<file path="src/rtl/lsu_pkg.sv">
package lsu_pkg;
   // access size as carried by req_byte
   typedef enum logic {
      SZ_WORD = 1'b0,
      SZ_BYTE = 1'b1
   } acc_size_e;
endpackage

</file>
<file path="src/rtl/lsu_lane_sel.sv">
// Maps a byte offset inside a word to the lane index counted from the least significant bits.
module lsu_lane_sel #(
   parameter int LANES      = 4,
   parameter int OFS_W      = 2,
   parameter bit BIG_ENDIAN = 1'b1
) (
   input  logic [OFS_W-1:0] ofs,
   output logic [OFS_W-1:0] lane
);
   localparam logic [OFS_W-1:0] TOP_LANE = OFS_W'(LANES - 1);

   generate
      if (BIG_ENDIAN) begin : g_big
         assign lane = TOP_LANE - ofs;
      end else begin : g_little
         assign lane = ofs;
      end
   endgenerate
endmodule

</file>
<file path="src/rtl/lsu_align_chk.sv">
module lsu_align_chk #(
   parameter int OFS_W = 2
) (
   input  logic             req_valid,
   input  logic             is_byte,
   input  logic [OFS_W-1:0] ofs,
   output logic             misalign
);
   assign misalign = req_valid && !is_byte && (ofs != '0);
endmodule

</file>
<file path="src/rtl/lsu_store_fmt.sv">
module lsu_store_fmt #(
   parameter int DATA_W = 32,
   parameter int LANES  = DATA_W / 8,
   parameter int OFS_W  = $clog2(LANES)
) (
   input  logic              is_byte,
   input  logic [OFS_W-1:0]  lane,
   input  logic [DATA_W-1:0] src,
   output logic [LANES-1:0]  be,
   output logic [DATA_W-1:0] wdata
);
   always_comb begin
      be = '0;
      if (is_byte) be[lane] = 1'b1;
      else         be = '1;
   end

   generate
      for (genvar k = 0; k < LANES; k++) begin : g_lane
         assign wdata[k*8 +: 8] = is_byte ? src[7:0] : src[k*8 +: 8];
      end
   endgenerate
endmodule

</file>
<file path="src/rtl/lsu_load_ext.sv">
module lsu_load_ext #(
   parameter int DATA_W = 32,
   parameter int LANES  = DATA_W / 8,
   parameter int OFS_W  = $clog2(LANES)
) (
   input  logic              is_byte,
   input  logic [OFS_W-1:0]  lane,
   input  logic [DATA_W-1:0] rdata,
   output logic [DATA_W-1:0] data
);
   logic [7:0] picked;

   always_comb begin
      picked = '0;
      for (int k = 0; k < LANES; k++) begin
         if (lane == OFS_W'(k)) picked = rdata[k*8 +: 8];
      end
   end

   assign data = is_byte ? {{(DATA_W-8){picked[7]}}, picked} : rdata;
endmodule

</file>
<file path="src/rtl/lsu_bw.sv">
module lsu_bw #(
   parameter int DATA_W     = 32,
   parameter int ADDR_W     = 32,
   parameter bit BIG_ENDIAN = 1'b1
) (
   input  logic                          clk,
   input  logic                          rst_n,
   input  logic                          req_valid,
   input  logic                          req_store,
   input  logic                          req_byte,
   input  logic [ADDR_W-1:0]             req_addr,
   input  logic [DATA_W-1:0]             req_wdata,
   output logic                          mem_en,
   output logic                          mem_we,
   output logic [ADDR_W-$clog2(DATA_W/8)-1:0] mem_word_addr,
   output logic [DATA_W/8-1:0]           mem_be,
   output logic [DATA_W-1:0]             mem_wdata,
   input  logic [DATA_W-1:0]             mem_rdata,
   output logic                          ld_valid,
   output logic [DATA_W-1:0]             ld_data,
   output logic                          misalign
);
   import lsu_pkg::*;

   localparam int LANES = DATA_W / 8;
   localparam int OFS_W = $clog2(LANES);

   // elaboration-time parameter checks
   generate
      if (DATA_W % 8 != 0) begin : g_bad_width
         $error("lsu_bw: DATA_W must be a whole number of bytes");
      end
      if (LANES < 2 || (1 << OFS_W) != LANES) begin : g_bad_lanes
         $error("lsu_bw: lane count must be a power of two of at least 2");
      end
      if (ADDR_W <= OFS_W) begin : g_bad_addr
         $error("lsu_bw: ADDR_W too narrow for the lane count");
      end
   endgenerate

   acc_size_e         req_size;
   logic [OFS_W-1:0]  req_lane;
   logic [LANES-1:0]  fmt_be;
   logic [DATA_W-1:0] fmt_wdata;
   logic              ld_pend_q;
   acc_size_e         ld_size_q;
   logic [OFS_W-1:0]  ld_lane_q;

   assign req_size = req_byte ? SZ_BYTE : SZ_WORD;

   lsu_lane_sel #(.LANES(LANES), .OFS_W(OFS_W), .BIG_ENDIAN(BIG_ENDIAN)) u_lane (
      .ofs  (req_addr[OFS_W-1:0]),
      .lane (req_lane)
   );

   lsu_align_chk #(.OFS_W(OFS_W)) u_align (
      .req_valid (req_valid),
      .is_byte   (req_size == SZ_BYTE),
      .ofs       (req_addr[OFS_W-1:0]),
      .misalign  (misalign)
   );

   lsu_store_fmt #(.DATA_W(DATA_W), .LANES(LANES), .OFS_W(OFS_W)) u_st (
      .is_byte (req_size == SZ_BYTE),
      .lane    (req_lane),
      .src     (req_wdata),
      .be      (fmt_be),
      .wdata   (fmt_wdata)
   );

   assign mem_en        = req_valid && !misalign;
   assign mem_we        = mem_en && req_store;
   assign mem_be        = mem_we ? fmt_be : '0;
   assign mem_wdata     = fmt_wdata;
   assign mem_word_addr = req_addr[ADDR_W-1:OFS_W];

   always_ff @(posedge clk or negedge rst_n) begin
      if (!rst_n) begin
         ld_pend_q <= 1'b0;
         ld_size_q <= SZ_WORD;
         ld_lane_q <= '0;
      end else begin
         ld_pend_q <= mem_en && !req_store;
         if (mem_en && !req_store) begin
            ld_size_q <= req_size;
            ld_lane_q <= req_lane;
         end
      end
   end

   lsu_load_ext #(.DATA_W(DATA_W), .LANES(LANES), .OFS_W(OFS_W)) u_ld (
      .is_byte (ld_size_q == SZ_BYTE),
      .lane    (ld_lane_q),
      .rdata   (mem_rdata),
      .data    (ld_data)
   );

   assign ld_valid = ld_pend_q;
endmodule

</file>
<file path="config.mk">
export PLATFORM = sky130hd
export DESIGN_NAME = lsu_bw
export DESIGN_NICKNAME = d
export VERILOG_FILES = /design/src/rtl/lsu_pkg.sv /design/src/rtl/lsu_lane_sel.sv /design/src/rtl/lsu_align_chk.sv /design/src/rtl/lsu_store_fmt.sv /design/src/rtl/lsu_load_ext.sv /design/src/rtl/lsu_bw.sv
export SDC_FILE = /design/constraint.sdc
export NUM_CORES = 1
export LEC_CHECK = 0
export BUFFER_PORTS_ARGS = -buffer_cell sky130_fd_sc_hd__buf_2
export CELL_PAD_IN_SITES_DETAIL_PLACEMENT = 0
export CELL_PAD_IN_SITES_GLOBAL_PLACEMENT = 1
export CORE_ASPECT_RATIO = 1.2
export CORE_MARGIN = 1.5
export CORE_UTILIZATION = 16
export CTS_BUF_LIST = sky130_fd_sc_hd__clkbuf_16
export CTS_CLUSTER_DIAMETER = 200
export DETAILED_ROUTE_END_ITERATION = 8
export HOLD_SLACK_MARGIN = 0.1
export PLACE_DENSITY = 0.77
export SETUP_SLACK_MARGIN = 0.2
export SYNTH_ARGS = -nofsm -noshare
export SYNTH_HDL_FRONTEND = slang
export SYNTH_SLANG_ARGS = --single-unit
</file>
<file path="constraint.sdc">
create_clock -name clk -period 1.9 [get_ports clk]
set_clock_uncertainty 0.1 [all_clocks]
set_input_delay 0.285 -clock clk [delete_from_list [all_inputs] [get_ports clk]]
set_output_delay 0.285 -clock clk [all_outputs]
set_load 0.02 [all_outputs]
</file>
==> run_results.csv <==
group,metric,value,unit
run_status,status,"finished, violations left",
run_status,violations,"negative setup slack",
yosys,synth_area_leader_cell,"buf_4",
final_layout,drive_above_1_share,51.7,%
yosys,synth_top_cell_area_share,21.5,%
critical_path,arrival,1.63,ns
worst_hold_path,hold_depth,2,
timing,finalMaxSlewViolations,0,
worst_hold_path,hp-start,"req_addr[1]",
timing,post-route-period-util,106,%
yosys,synth.distinct_cells,26,
die,dieArea,8840,µm²
clocking,clockRootBuffer,"clkbuf_16",
job,drv_cap,0,
critical_path,r2r_slack,0.83,ns
yosys,synth_area_leaders,"buf_4 (22%), o21ai_0 (16%), inv_1 (14%)",
yosys,ys_seq_elements,4,
global_routing,grtUsageTotal,9.14,%
global_routing,antenna_found_initial,0,
placed_design,postPlaceCellArea,1860,µm²
timing,fmax,496,MHz
critical_path,critPathCaptureType,"output pin",
clocking,clk_latency,0.22,ns
power_and_ir_drop,power_leakage,1.28,nW
placed_design,place_congestion,0.743,
critical_path,cp_data_required_time,1.51,ns
final_layout,final_cells,418,
yosys,synth-seq-area-share,7.55,%
route,wl,4.40,mm
critical_path,cp_max_fo,24,
critical_path,r2r_start,"ld_size_q",
timing,rsz0062_at_grt,"yes",
yosys,syn_avg_cell_area,6.02,µm²
yosys,async_reset_ff_share,100,%
yosys,synth_edf_count,0,
global_routing,grt_pass1_vias,1488,
yosys,ys.flop_type,"dfrtp_1",
clocking,clkTransAtPathRegs,0.03,ns
clocking,cts_tree,"done",
global_routing,grt_max_degree,33,
placed_design,dp_cells,413,
placed_design,hpwlAfterDp,3.80,mm
critical_path,rr_endpoint,"ld_size_q",
critical_path,reg2reg_depth,2,
final_layout,finalInstanceArea,1990,µm²
yosys,yosysMostFrequentCell,"inv_1",
final_layout,n_antenna_cell,0,
yosys,synth_cells,220,
route,num_vias,1744,
timing,hold_viol,0,
yosys,syn_area,1330,µm²
yosys,ys_warn_count,0,
global_routing,grt_pass1_wl,6.59,mm
critical_path,start_kind,"register",
route,drtAntennaViolNets,0,
die,die_w,86.1,µm
timing,relSlewSlack,75.2,%
worst_hold_path,whs_endpoint,"ld_lane_q[1]",
clocking,numCtsBuffers,3,
route,routedWlPerCell,10.5,µm
clocking,clock_path_buffers,2,
clocking,cts_num_sinks,4,
global_routing,grt_overflow,0,
worst_hold_path,hold_path.class,"in2reg",
die,rows,36,
yosys,synthTopCellsByCount,"inv_1 (51), o21ai_0 (43), buf_4 (38), nand2_1 (24), mux2_2 (8)",
die,start_util,16.4,%
final_layout,area_delta_synth_final,50.4,%
yosys,syn-num-nets,321,
die,io_pins,203,
power_and_ir_drop,power_density,728,nW/µm²
timing,report.final.setup_viol,27,
timing,finalCriticalPeriod,2.02,ns
route,first_pass_iters,4,
power_and_ir_drop,ir_drop,0.203,mV
critical_path,critPathKind,"reg2out",
route,viasPerCell,4.17,
power_and_ir_drop,power.total,0.00145,W
route,drc,0,
timing,setup_ws,-0.118,ns
die,die_h,103,µm
clocking,cts.htree.levels,1,
placed_design,port_buffers,142,
die,coreArea,8060,µm²
route,drt_iter0_markers,51,
timing,worst_pin_slew,0.369,ns
final_layout,nNetsFinal,426,
worst max path at each step:
stage                       end  slack, ns          from  cells after the start
floorplan           ld_data[11]       0.19  ld_lane_q[1]                      4
global placement    ld_data[22]       0.16  ld_lane_q[1]                      5
detailed placement  ld_data[26]       0.12  ld_lane_q[1]                      5
CTS                 ld_data[26]      -0.11  ld_lane_q[1]                      5
global route        ld_data[24]      -0.16  ld_lane_q[1]                      5
finish              ld_data[17]      -0.12  ld_lane_q[1]                      5
flip-flops by register name, summed over array words and instances, names as in the netlist:
signal     count
ld_size_q      1
ld_lane_q      2
ld_valid       1
critical path, cell delays in order, from the launching register on:
cell and delay, ns:
dfrtp_2 0.43, mux2_4 0.33, a22oi_4 0.21, buf_12 0.17, o21ai_0 0.10, buf_2 0.18
cells by family after synthesis:
kind of cell	after synthesis	synth area share [%]
buffers and inverters	102	41.3
AO/OA/AOI/OAI	62	27.5
AND/OR/NAND/NOR	39	12.9
multiplexers	11	9.44
flip-flops	4	7.55
XOR/XNOR	2	1.32
placed cells by master, fill, tap and decap left out, types with 3 or more instances in the layout:
master / n
nand2_1: 24
buf_2: 138
clkbuf_16: 3
inv_1: 51
dfrtp_1: 3
nor3_1: 3
buf_6: 3
nor2_1: 3
nor2b_1: 3
o21ai_1: 10
o21ai_0: 40
buf_4: 7
a32oi_1: 7
mux2_2: 6
mux2_4: 3
per-stage QoR:
stage / hold WS, ns / setup TNS (ns) / utilization (%) / setup slack [ns]
after floorplan: -0.111 / 0 / - / 0.187
after global placement: -0.00690 / 0 / 23.1 / 0.162
after detailed placement: -0.00613 / 0 / 23.1 / 0.125
after CTS: 0.245 / -2.59 / 24.4 / -0.111
after global routing: 0.267 / -3.68 / 24.7 / -0.159
final: 0.239 / -2.19 / 24.7 / -0.118
power breakdown:
part / internal, W / total, W / switching [W]
Clock: 0.000269 / 0.000328 / 0.0000591
Combinational: 0.000397 / 0.00101 / 0.000609
Sequential: 0.0000993 / 0.000116 / 0.0000166
Total: 0.000765 / 0.00145 / 0.000685
repair_timing:
| item | CTS | global route |
|---|---|---|
| setup endpoints to repair | 32 | 42 |
| endpoints found under the hold margin | 4 | 0 |
| setup buffers | 1 | 0 |
| hold buffers | 1 | 0 |
| pin swaps | 2 | 6 |
| gates resized for setup | 3 | 9 |
cell type report:
type,instances,area (µm²)
Sequential cell,4,101
Timing Repair Buffer,151,815
Clock buffer,3,75.1
Multi-Input combinational cell,114,692
Fill cell,924,6070
Tap cell,95,119
Inverter,51,191
layer usage:
metal  GRT usage, %  share of wire [%]
met5              0                  0
met4           3.97                1.6
met2           17.8                 53
met1           9.96                 38
met3          0.961                7.7
(Power assumes the default switching activity.)
